**src/rtl/pkt_gate_pkg.sv**
```systemverilog
package pkt_gate_pkg;
  localparam int REG_W = 32;
  typedef enum logic [1:0] {
    ADDR_CTRL  = 2'd0,
    ADDR_COUNT = 2'd1
  } reg_addr_e;
  localparam int ST_READY   = 0;
  localparam int ST_BUSY    = 1;
  localparam int ST_PENDING = 2;
  localparam int CTL_START  = 0;
endpackage

```
**src/rtl/pkt_gate_buf.sv**
```systemverilog
module pkt_gate_buf #(
  parameter int DATA_W = 32,
  parameter int DEPTH  = 8,
  parameter int CNT_W  = $clog2(DEPTH + 1)
) (
  input  logic              clk,
  input  logic              rst,
  input  logic [DATA_W-1:0] wr_data,
  input  logic              push,
  input  logic              pop,
  output logic [DATA_W-1:0] rd_data,
  output logic [CNT_W-1:0]  count,
  output logic              full
);
  localparam int PTR_W = (DEPTH > 1) ? $clog2(DEPTH) : 1;

  function automatic logic [PTR_W-1:0] ptr_step(input logic [PTR_W-1:0] p);
    return (p == PTR_W'(DEPTH - 1)) ? '0 : p + 1'b1;
  endfunction

  function automatic logic [CNT_W-1:0] count_step(input logic [CNT_W-1:0] c,
                                                  input logic in_w, input logic out_w);
    return c + CNT_W'(in_w) - CNT_W'(out_w);
  endfunction

  logic [DATA_W-1:0] mem [DEPTH];
  logic [PTR_W-1:0]  wptr, rptr;

  assign full    = (count == CNT_W'(DEPTH));
  assign rd_data = mem[rptr];

  always_ff @(posedge clk) begin
    if (rst) begin
      wptr  <= '0;
      rptr  <= '0;
      count <= '0;
    end else begin
      if (push) begin
        mem[wptr] <= wr_data;
        wptr      <= ptr_step(wptr);
      end
      if (pop) rptr <= ptr_step(rptr);
      count <= count_step(count, push, pop);
    end
  end

  assert_no_overflow_R3: assert property (@(posedge clk) disable iff (rst)
    push |-> !full);
  assert_count_bound_R3: assert property (@(posedge clk) disable iff (rst)
    count <= CNT_W'(DEPTH));
  assert_count_balance_R2: assert property (@(posedge clk) disable iff (rst)
    (push && pop) |=> count == $past(count));
endmodule

```
**src/rtl/pkt_gate_ctrl.sv**
```systemverilog
module pkt_gate_ctrl #(
  parameter int PKT_LEN     = 4,
  parameter int CNT_W       = 4,
  parameter bit QUEUE_START = 1'b1
) (
  input  logic             clk,
  input  logic             rst,
  input  logic             start_req,
  input  logic [CNT_W-1:0] count,
  input  logic             m_ready,
  output logic             m_valid,
  output logic             m_last,
  output logic             pop,
  output logic             pkt_ready,
  output logic             busy,
  output logic             pending
);
  localparam int SENT_W = (PKT_LEN > 1) ? $clog2(PKT_LEN) : 1;

  function automatic logic have_packet(input logic [CNT_W-1:0] c);
    return c >= CNT_W'(PKT_LEN);
  endfunction

  logic [SENT_W-1:0] sent;
  logic              final_word;
  logic              pkt_done;
  logic              launch;
  logic              queue_req;

  assign pkt_ready  = have_packet(count);
  assign m_valid    = busy;
  assign final_word = (sent == SENT_W'(PKT_LEN - 1));
  assign m_last     = busy && final_word;
  assign pop        = busy && m_ready;
  assign pkt_done   = pop && final_word;
  assign launch     = !busy && (start_req || pending) && pkt_ready;

  generate
    if (QUEUE_START) begin : g_queue
      assign queue_req = busy && start_req;
    end else begin : g_drop
      assign queue_req = 1'b0;
    end
  endgenerate

  always_ff @(posedge clk) begin
    if (rst) begin
      busy    <= 1'b0;
      sent    <= '0;
      pending <= 1'b0;
    end else if (!busy) begin
      pending <= 1'b0;
      if (launch) begin
        busy <= 1'b1;
        sent <= '0;
      end
    end else begin
      if (queue_req) pending <= 1'b1;
      if (pkt_done) begin
        busy <= 1'b0;
        sent <= '0;
      end else if (pop) begin
        sent <= sent + 1'b1;
      end
    end
  end

  assert_start_guard_R5: assert property (@(posedge clk) disable iff (rst)
    $rose(busy) |-> $past(count) >= CNT_W'(PKT_LEN));
  assert_last_ends_R7: assert property (@(posedge clk) disable iff (rst)
    (m_valid && m_ready && m_last) |=> !m_valid);
  assert_stall_hold_R8: assert property (@(posedge clk) disable iff (rst)
    (m_valid && !m_ready) |=> m_valid && $stable(m_last));
  assert_pending_idle_R9: assert property (@(posedge clk) disable iff (rst)
    (!busy && !start_req) |=> !pending);
endmodule

```
**src/rtl/pkt_gate_regs.sv**
```systemverilog
module pkt_gate_regs
  import pkt_gate_pkg::*;
#(
  parameter int CNT_W = 4
) (
  input  logic             reg_valid,
  input  logic             reg_write,
  input  logic [1:0]       reg_addr,
  input  logic [REG_W-1:0] reg_wdata,
  input  logic [CNT_W-1:0] count,
  input  logic             pkt_ready,
  input  logic             busy,
  input  logic             pending,
  output logic             start_req,
  output logic [REG_W-1:0] reg_rdata
);
  assign start_req = reg_valid && reg_write &&
                     (reg_addr == ADDR_CTRL) && reg_wdata[CTL_START];

  always_comb begin
    reg_rdata = '0;
    case (reg_addr)
      ADDR_CTRL: begin
        reg_rdata[ST_READY]   = pkt_ready;
        reg_rdata[ST_BUSY]    = busy;
        reg_rdata[ST_PENDING] = pending;
      end
      ADDR_COUNT: reg_rdata = REG_W'(count);
      default: reg_rdata = '0;
    endcase
  end
endmodule

```
**src/rtl/pkt_gate.sv**
```systemverilog
module pkt_gate #(
  parameter int DATA_W      = 32,
  parameter int DEPTH       = 8,
  parameter int PKT_LEN     = 4,
  parameter bit QUEUE_START = 1'b1
) (
  input  logic              clk,
  input  logic              rst,
  input  logic [DATA_W-1:0] s_data,
  input  logic              s_valid,
  output logic              s_ready,
  output logic [DATA_W-1:0] m_data,
  output logic              m_valid,
  input  logic              m_ready,
  output logic              m_last,
  input  logic              reg_valid,
  input  logic              reg_write,
  input  logic [1:0]        reg_addr,
  input  logic [31:0]       reg_wdata,
  output logic [31:0]       reg_rdata
);
  localparam int CNT_W = $clog2(DEPTH + 1);

  logic [CNT_W-1:0] count;
  logic full, push, pop, start_req, pkt_ready, busy, pending;

  assign s_ready = !full;
  assign push    = s_valid && s_ready;

  pkt_gate_buf #(.DATA_W(DATA_W), .DEPTH(DEPTH), .CNT_W(CNT_W)) u_buf (
    .clk(clk), .rst(rst), .wr_data(s_data), .push(push), .pop(pop),
    .rd_data(m_data), .count(count), .full(full)
  );

  pkt_gate_ctrl #(.PKT_LEN(PKT_LEN), .CNT_W(CNT_W), .QUEUE_START(QUEUE_START)) u_ctrl (
    .clk(clk), .rst(rst), .start_req(start_req), .count(count), .m_ready(m_ready),
    .m_valid(m_valid), .m_last(m_last), .pop(pop), .pkt_ready(pkt_ready),
    .busy(busy), .pending(pending)
  );

  pkt_gate_regs #(.CNT_W(CNT_W)) u_regs (
    .reg_valid(reg_valid), .reg_write(reg_write), .reg_addr(reg_addr),
    .reg_wdata(reg_wdata), .count(count), .pkt_ready(pkt_ready), .busy(busy),
    .pending(pending), .start_req(start_req), .reg_rdata(reg_rdata)
  );

  assert_data_hold_R8: assert property (@(posedge clk) disable iff (rst)
    (m_valid && !m_ready) |=> $stable(m_data));
  assert_reset_quiet_R10: assert property (@(posedge clk)
    rst |=> !m_valid && count == '0);
  assert_gate_R1: assert property (@(posedge clk) disable iff (rst)
    (!m_valid && !start_req && !pending) |=> !m_valid);
endmodule

```
**config.mk**
```make
export PLATFORM = sky130hd
export DESIGN_NAME = pkt_gate
export DESIGN_NICKNAME = d
export VERILOG_FILES = /design/src/rtl/pkt_gate_pkg.sv /design/src/rtl/pkt_gate_buf.sv /design/src/rtl/pkt_gate_ctrl.sv /design/src/rtl/pkt_gate_regs.sv /design/src/rtl/pkt_gate.sv
export SDC_FILE = /design/constraint.sdc
export NUM_CORES = 1
export LEC_CHECK = 0
export ABC_CLOCK_PERIOD_IN_PS = 5030
export BUFFER_PORTS_ARGS = -buffer_cell sky130_fd_sc_hd__buf_2
export CAP_MARGIN = 25
export CORE_ASPECT_RATIO = 0.9
export CORE_MARGIN = 1
export CORE_UTILIZATION = 40
export DETAILED_ROUTE_END_ITERATION = 6
export GPL_TIMING_DRIVEN = 1
export PLACE_DENSITY_LB_ADDON = 0.15
export SLEW_MARGIN = 25
export SYNTH_ARGS = -nofsm -noshare
export SYNTH_HDL_FRONTEND = slang
export SYNTH_SLANG_ARGS = --single-unit
```
**constraint.sdc**
```tcl
create_clock -name clk -period 5.03 [get_ports clk]
set_clock_uncertainty 0.1 [all_clocks]
set_input_delay 0.503 -clock clk [delete_from_list [all_inputs] [get_ports clk]]
set_output_delay 0.503 -clock clk [all_outputs]
set_load 0.02 [all_outputs]
```
# After elaboration in Yosys (flattened, before gate mapping)
# Memories as Yosys holds them, arrays and structs flattened. A register that Yosys moved wholly into a read port is not among the register bits.
# Cells that the tools add are included.
# Widths: inputs -> output; s select.
dict set report op_classes {
  n_addsub 5
  mul 0
  div 0
  n_lt_le_gt_ge 1
  n_eq_ne 6
  shift 0
  n_mux 16
  n_bitwise 1
  reduce_logical 17
}
# op count
set ops {}
lappend ops {{$mux 3} 4}
lappend ops {{$logic_and 1x1->1} 10}
lappend ops {{$mux 2} 4}
lappend ops {{$mux 1} 7}
lappend ops {{$add 3x1->3 const B} 2}
lappend ops {{$eq 3x3->1 const B} 2}
lappend ops {{$pmux 3 s2} 1}
lappend ops {{$add 4x1->4} 1}
lappend ops {{$eq 4x4->1 const B} 1}
lappend ops {{$ge 4x3->1 const B} 1}
lappend ops {{$sub 4x1->4} 1}
lappend ops {{$ne 3x3->1 const B} 1}
lappend ops {{$add 2x1->2 const B} 1}
lappend ops {{$eq 2x1->1 const B} 1}
lappend ops {{$eq 2x2->1 const B} 1}
lappend ops {{$logic_not 1->1} 2}
lappend ops {{$logic_not 2->1} 1}
lappend ops {{$reduce_and 2->1} 1}
lappend ops {{$reduce_bool 2->1} 1}
lappend ops {{$reduce_or 2->1} 1}
lappend ops {{$logic_or 1x1->1} 1}
lappend ops {{$not 1->1} 1}
dict set report totals {
  reg_bits 14
  latch_bits 0
  mem_bits_rw 256
  rom_bits 0
  out_inout_bits 67
  word_cells 53
  mem_count 1
}
# memory depth word_bits rd rd_ports_with_merged_regs write_ports line_no
set mem_list {}
lappend mem_list {u_buf.mem 8 32 1 1 1 pkt_gate_buf.sv:26} ;# logic [DATA_W-1:0] mem [DEPTH];

# Logic depth before layout (Yosys ltp)
# Gate-level depths: netlist of the first run.
dict set report logic_depth {
  ltp_word 8
  ltp_mapped 11
}

# Cells and area by module
# From an unflattened synthesis of the first run, not the netlist that was laid out.
dict set report unflattened {
  cells_unflattened 505
  hier_area_um2 10884.2
}
# module n_inst cells_per_inst area_per_inst_um2 seq_area_each_um2
set by_module_without_submodules {}
lappend by_module_without_submodules {pkt_gate_buf 1 441 10405.0 7947.6}
lappend by_module_without_submodules {pkt_gate_regs 1 39 275.3 0.0}
lappend by_module_without_submodules {pkt_gate_ctrl 1 23 193.9 80.1}
lappend by_module_without_submodules {pkt_gate 1 2 10.0 0.0}

# Least setup slack after synthesis of the first run
# No wires, ideal clock.
dict set report synth_timing {
  kind {register to register}
  start {register u_buf.count[2]}
  end {memory u_buf.mem[1][0] (enable)}
  arrival_ns 3.496
  required_ns 4.469
  setup_slack_ns 0.973
  stages_incl_launch_ff 7
  path_buffers 1
  period_less_slack_ns 4.057
  cell_sequence {dfxtp_1 -> inv_1 -> ha_1 -> or3b_2 -> clkbuf_1 -> nand4b_1 -> nor3_1}
}
dict set report synth_between {
  elab_chain_len 6
}
# element line_no
set synth_rtl {}
lappend synth_rtl {{from (decl)} pkt_gate_buf.sv:12} ;# output logic [CNT_W-1:0] count,
lappend synth_rtl {{from (signal assigned)} pkt_gate_buf.sv:43} ;# count <= count_step(count, push, pop);
lappend synth_rtl {{$eq 4x4->1} pkt_gate_buf.sv:29} ;# assign full = (count == CNT_W'(DEPTH));
lappend synth_rtl {{$logic_not 1->1} pkt_gate.sv:27} ;# assign s_ready = !full;
lappend synth_rtl {{via s_ready} pkt_gate.sv:11} ;# output logic s_ready,
lappend synth_rtl {{$logic_and 1x1->1} pkt_gate.sv:28} ;# assign push = s_valid && s_ready;
lappend synth_rtl {{$mux 1} pkt_gate_buf.sv:38} ;# if (push) begin
lappend synth_rtl {{$mux 1} pkt_gate_buf.sv:33} ;# if (rst) begin
lappend synth_rtl {{$mux 1 (not written as such)} pkt_gate_buf.sv:39} ;# mem[wptr] <= wr_data;
lappend synth_rtl {{to (decl)} pkt_gate_buf.sv:26}
# The timed path passes the listed nets, and every way through them passes these cells.

==> results.md, run 1 <==
* Outcome: complete, no violations
* F_max at 0.297 GHz
* GRT overflow at 0
* Synth top cells by count: 256 x edfxtp_1, 40 x mux4_1, 32 x mux2_2
* Final min period at 3.36 ns
* Synth area leader: edfxtp_1
* Gp weighted congestion at 0.713
* Clock Latency Late Sink at 0.53 ns
* Post-CTS Resized at 0
* EDFF count, synth at 256
* Deepest clock path buffer count at 3
* Initial antenna violation count at 1
* Postcts setup bufs at 0
* Top_reg_cell synth: edfxtp_1
* Worst path arrival time at 2.76 ns
* Clock tree from TritonCTS: done
* P_leak at 0.00413 uW
* Clock sinks at 273
* R2R Setup Slk at 2.15 ns
* Ys async rst share at 0%
* Total GRT Usage at 15.1%
* Top Ports at 139
* VDD IR max at 241 uV
* Pin count of the biggest net entering global routing at 43
* Share of layout cells above drive strength 1 at 31.4%
* Hold Violations, Final at 0
* CP max stage delay at 0.71 ns
* Core area at 26400 sq um
* Clk pwr share at 38.8%
* Root Driver: clkbuf_16
* Switching power share of the total at 21.3%
* DPL Wire Length at 11.9 mm
* Tightest Pin Transition at 0.964 ns
* Post-Syn Area at 10900 sq um
* Pwr Density at 378 nW/um^2
* Clock H-tree levels at 1
* Synth warnings at 0
* PortBufs at 79
* CP top delay family: multiplexers
* Buffers & Inverters on Critical Path at 2
* Wire per inst at 20.9 microns
* Vias at 4969
* Placed cell count at 925
* Crit end category: primary output
* Final hold slack at 0.140 ns
* CTS clock-pin slew for the worst setup and hold paths at 0.06 ns
* Top-area cell type share of the netlist area at 70.6%
* ANT nets after route at 0
* Most common cell in the netlist: edfxtp_1
* Synthesized area per cell at 21.4 sq um
* Die Span Y at 159 microns
* FP Rows at 56
* Slowest library cell on the worst path: dfxtp_4
* Hold_buf cts at 0
* # DRC at 0
* Final WS setup at 1.67 ns
* Vias in the first global route at 5246
* Comb pwr share at 6.7%
* CP Data Required Time at 4.43 ns
* Max-Cap Viols at 0
* Hold Crit Class: primary input to flop
* Register area share after synthesis at 73.7%
* Final setup vio count at 0
* Full die area at 27900 sq um
* Detailed router's first-iteration violation count at 225
* Die width at 176 microns
* Flop pwr share at 54.5%
* Synth Register Bits at 273
* Switch Pwr at 1000 uW
* CP Cell Sequence: buf_4 -> mux4_1 -> mux2_2 -> buf_2
* Synth top area cells: edfxtp_1 71%, mux4_1 9.7%, mux4_2 5.0%, mux2_2 3.3%, dfxtp_1 3.1%
* Library cells used by synthesis at 39
* Pre-CTS setup slack at 2.09 ns
* Setup crit start kind: flop
* Vias per cell at 5.10
* Initial core utilization at 41.2%
* Global-route wire length before repair at 30.9 mm
* Final Max Slew Viols at 0
* Nets@finish at 691
* Total negative slack at 0 ns
* CP max FO at 30
* Area grow syn2layout at 14.3%
* DRT Wirelength at 20.4 mm
* TritonCTS Buffers at 29
* Final critical-path share of the clock period at 66.9%
* Synthesized instance count at 508
* Power Total at 4710 uW
* Internal power at 3700 uW
* Final non-filler cell total at 975
* Drt pass-1 iters at 4
* Unrepaired setup endpoints after global routing: no
* WS Path Type: flop to primary output
* Rel. slew slack at 35.6%
[stage by stage]
stage / instance area, sq um / util [%]
floorplan: 11000 / -
global placement: 11600 / 44.0
detailed placement: 11600 / 44.1
CTS: 12400 / 47.1
global route: 12400 / 47.1
finish: 12400 / 47.1
[power by group through the flow]
stage	Sequential [uW]	Combinational (uW)	Clock, uW
after floorplan	2610	221	0
after global placement	2610	312	0
after detailed placement	2620	321	0
after CTS	2570	323	1880
after global routing	2570	348	1960
final	2570	316	1830
[worst reg2reg max path: stages, from the launching register on]
cell      delay [ns]
dfxtp_1         0.32
inv_1           0.07
ha_1            0.18
or3b_2          0.26
nand4b_1        0.36
nor2_4          0.89
buf_4           0.37
[flip-flops by register name, summed over array words and instances, names as in the netlist, named ones only]
| register | flops |
|---|---|
| u_ctrl.pending | 1 |
| u_ctrl.sent | 2 |
| u_buf.count | 4 |
| u_buf.rptr | 3 |
| u_buf.mem | 256 |
| u_ctrl.busy | 1 |
| u_buf.wptr | 3 |
[final timing paths]
path / startpoint / end / cells past startpoint
max: flop / m_data[1] / 4
min reg2reg: u_buf.rptr[2]$_SDFFE_PP0P_ / flop / 2
min: s_data[3] / u_buf.mem[1][3]$_DFFE_PP_ / 1
max reg2reg: u_buf.count[2]$_SDFF_PP0_ / u_buf.mem[5][29]$_DFFE_PP_ / 6
[cells by family after synthesis]
| logic type | after synthesis | share of synthesized area (%) |
|---|---|---|
| XOR/XNOR | 2 | 0.161 |
| AND/OR/NAND/NOR | 49 | 2.29 |
| adder cells (fa/ha/maj) | 11 | 1.33 |
| AO/OA/AOI/OAI | 16 | 0.862 |
| buffers and inverters | 58 | 3.46 |
| other | 1 | 0.0344 |
| flip-flops | 273 | 73.7 |
| multiplexers | 98 | 18.1 |
[layer usage]
layer  part of all wire [%]  GRT usage (%)
met1                     43           19.7
met3                    4.2           2.48
met2                     50           26.2
met5                      0              0
met4                    2.3           4.39
[layout by cell type (no fill, tap or decap), types with 2 or more instances in the layout]
cell type and instances:
a21oi_1 10, buf_2 79, buf_4 14, clkbuf_1 6, clkbuf_16 29, clkinv_1 8, clkinv_2 4, conb_1 28
dfxtp_1 14, dfxtp_4 2, diode_2 2, edfxtp_1 256, ha_1 10, inv_1 7, mux2_2 32, mux2i_1 2
mux4_1 40, mux4_2 24, nand2_1 10, nand2b_1 2, nand3_1 3, nand3b_1 2, nand4b_1 2, nor2_1 11
nor2_4 6, nor3_1 2, nor3_2 2, nor3b_1 2
[layout make-up]
class / count / area, sq um
repair buffers: 93 / 500
inverters: 7 / 26.3
flip-flops and latches: 273 / 8040
fillers: 2212 / 14000
multi-input cells: 204 / 2640
clock buffers: 35 / 748
clock inverters: 13 / 57.6
diodes: 2 / 5.00
well taps: 348 / 435
Note: power is estimated with default switching activity, not from simulation.
==> run 2: changes to the inputs <==
--- a/config.mk
+++ b/config.mk
@@ -5,7 +5,7 @@
 export SDC_FILE = /design/constraint.sdc
 export NUM_CORES = 1
 export LEC_CHECK = 0
-export ABC_CLOCK_PERIOD_IN_PS = 5030
+export ABC_CLOCK_PERIOD_IN_PS = 3100
 export BUFFER_PORTS_ARGS = -buffer_cell sky130_fd_sc_hd__buf_2
 export CAP_MARGIN = 25
 export CORE_ASPECT_RATIO = 0.9
==> constraint.sdc (replaced) <==
create_clock -name clk -period 3.1 [get_ports clk]
set_clock_uncertainty 0.1 [all_clocks]
set_input_delay 0.31 -clock clk [delete_from_list [all_inputs] [get_ports clk]]
set_output_delay 0.31 -clock clk [all_outputs]
set_load 0.02 [all_outputs]
==> run 2 against run 1 <==
Effect of this change:
- routed wire length increased by 0.47%
- non-clock buffer count up 43
- sequential cell count did not move
- via count is 2.9% higher
- design area rose by 3.8%
- largest cell class unchanged
- cell count up 4.6%
- die area did not move
- combinational power increased by 76%
- register-to-register slack got worse by 1.5 ns
- sequential power grew 62%
- first-iteration DRC count increased by 27%
- power up 64%
==> results.md, run 2 (synthesis results as in run 1) <==
* Die width at 176 microns (unchanged)
* Global-route wire length before repair at 31.0 mm (+0.27%)
* Clock H-tree levels at 1 (unchanged)
* Most frequent cells in the layout: 256 x edfxtp_1, 79 x buf_2, 40 x mux4_1, 34 x dlygate4sd3_1, 32 x mux2_2
* # DRC at 0 (unchanged)
* Final min period at 2.93 ns
* Pin count of the biggest net entering global routing at 38 (-12%)
* Clock Latency Late Sink at 0.52 ns (about the same)
* Area grow syn2layout at 18.7%
* Share of layout cells above drive strength 1 at 31.0% (-0.41 points)
* Reg with most FFs: u_buf.mem
* Tightest Pin Transition at 0.716 ns (-0.248 ns)
* Final Cell Area at 12900 sq um (+3.8%)
* FF-to-FF Start: u_buf.count[2]$_SDFF_PP0_
* Final setup vio count at 0 (unchanged)
* Full die area at 27900 sq um (unchanged)
* Pwr Density at 599 nW/um^2 (+58%)
* R2R Setup Slk at 0.69 ns (-1.46 ns)
* Power Total at 7740 uW (+64%)
* Hold Violations, Final at 0 (unchanged)
* Pre-CTS setup slack at 0.648 ns (-1.44 ns)
* Gp weighted congestion at 0.710 (-0.41%)
* FF-to-FF End: u_buf.mem[1][22]$_DFFE_PP_
* CTS clock-pin slew for the worst setup and hold paths at 0.06 ns (about the same)
* R2r worst-path depth at 6 (unchanged)
* Biggest regs: u_buf.mem x256, u_buf.count x4
* PortBufs at 79 (unchanged)
* Post-CTS Resized at 0 (unchanged)
* Hold_sp: rst
* Outcome: complete, no violations
* Rel. slew slack at 52.2% (+17 points)
* Wire per inst at 20.1 microns (-4.0%)
* Root Driver: clkbuf_16
* Setup crit start kind: flop
* Finished Core Util at 48.9% (+1.8 points)
* Hold EP: u_buf.count[1]$_SDFF_PP0_
* DPL Wire Length at 11.8 mm (-1.0%)
* CP max FO at 22 (-27%)
* Postcts setup bufs at 0 (unchanged)
* Placed cell count at 934 (+0.97%)
* Max-Cap Viols at 0 (unchanged)
* WS Path Type: flop to primary output
* Detailed router's first-iteration violation count at 285 (+27%)
* GRT overflow at 0 (unchanged)
* Vias per cell at 5.01 (-1.6%)
* Vias at 5115 (+2.9%)
* DP Area at 11700 sq um (+0.90%)
* Drt pass-1 iters at 4 (unchanged)
* ANT nets after route at 0 (unchanged)
* Top Ports at 139 (unchanged)
* Total GRT Usage at 15.0% (-0.099 points)
* FP Rows at 56 (unchanged)
* DRT Wirelength at 20.5 mm (+0.47%)
* Clock tree from TritonCTS: done
* Final critical-path share of the clock period at 94.5%
* Core area at 26400 sq um (unchanged)
* Clock sinks at 273 (unchanged)
* Worst path arrival time at 2.52 ns (-0.24 ns)
* Vias in the first global route at 5408 (+3.1%)
* Hold Crit Class: primary input to flop
* Nets@finish at 734 (+6.2%)
* P_leak at 0.00433 uW (+4.9%)
* Crit end category: primary output
* VDD IR max at 413 uV (+71%)
* CP Data Required Time at 2.69 ns (-1.74 ns)
* Leading cell type in the layout, fill and taps excluded: edfxtp_1
* Deepest clock path buffer count at 3 (unchanged)
* F_max at 0.342 GHz
* N_diodes at 0 (-2)
* TritonCTS Buffers at 29 (unchanged)
* Unrepaired setup endpoints after global routing: no
* Final non-filler cell total at 1020 (+4.6%)
* Initial core utilization at 41.2% (unchanged)
* Final Max Slew Viols at 0 (unchanged)
* Initial antenna violation count at 0 (-1)
* Final WS setup at 0.172 ns (-1.49 ns)
* Hold depth at 2 (+1)
* Die Span Y at 159 microns (unchanged)
* Max reg flops at 256 (unchanged)
run 2: cell count changes in the layout (fill, tap and decap cells not counted):
cell,previous run,this run
buf_12,0,2
buf_4,14,21
clkbuf_1,6,5
clkinv_1,8,10
clkinv_8,0,1
clkinvlp_4,1,2
diode_2,2,0
dlygate4sd3_1,0,34
inv_6,0,1
nor3_2,2,0
nor3_4,0,2
run 2: through the flow:
stage,hold WS [ns],TNS [ns]
after floorplan,0.309,-19.20
after global placement,0.374,0
after detailed placement,0.384,0
after CTS,0.0357,0
after global routing,0.0693,0
final,0.0604,0
run 2: worst max path at each step:
| stage | depth (start not counted) | end | slack [ns] | startpoint |
|---|---|---|---|---|
| 6_report | 4 | m_data[8] | 0.17 | flop |
| 5_1_grt | 4 | m_data[8] | 0.05 | flop |
| 4_1_cts | 4 | m_data[8] | 0.09 | flop |
| 3_5_place_dp | 6 | u_buf.mem[1][14]$_DFFE_PP_ | 0.65 | u_buf.count[2]$_SDFF_PP0_ |
| 3_3_place_gp | 6 | u_buf.mem[1][14]$_DFFE_PP_ | 0.69 | u_buf.count[2]$_SDFF_PP0_ |
| 2_1_floorplan | 6 | u_buf.mem[7][0]$_DFFE_PP_ | -0.11 | u_buf.count[2]$_SDFF_PP0_ |
run 2: layout make-up:
class	instances	area, sq um
clock buffer	34	744
clock inverter	18	97.6
fill	2186	13500
inverter	7	26.3
multi-input combinational	204	2650
sequential	273	8040
tap	348	435
timing repair buffer	136	933
run 2: where the power goes:
group | switching (uW) | total (uW) | internal, uW
clock network | 1310 | 3020 | 1710
registers | 36.4 | 4170 | 4130
logic | 332 | 555 | 223
total | 1680 | 7740 | 6060
run 2: critical path, stage by stage, from the launching register on:
cell and delay, ns:
dfxtp_4 0.63, buf_4 0.31, mux4_1 0.59, mux2_2 0.29, buf_2 0.16
run 2: timing repair:
item                       4_1_cts  5_1_grt
setup endpoints to repair        0        0
hold endpoints to repair       259        0
hold buffers                    34        0
run 2: layer usage:
layer  vias up  GRT usage (%)  routed length, microns
met3        31           2.44                     813
met1      2621           18.5                    8670
met5         -              0                       0
met2       121           27.4                   10600
met4         0           4.10                     367
li1       2342              -                       -
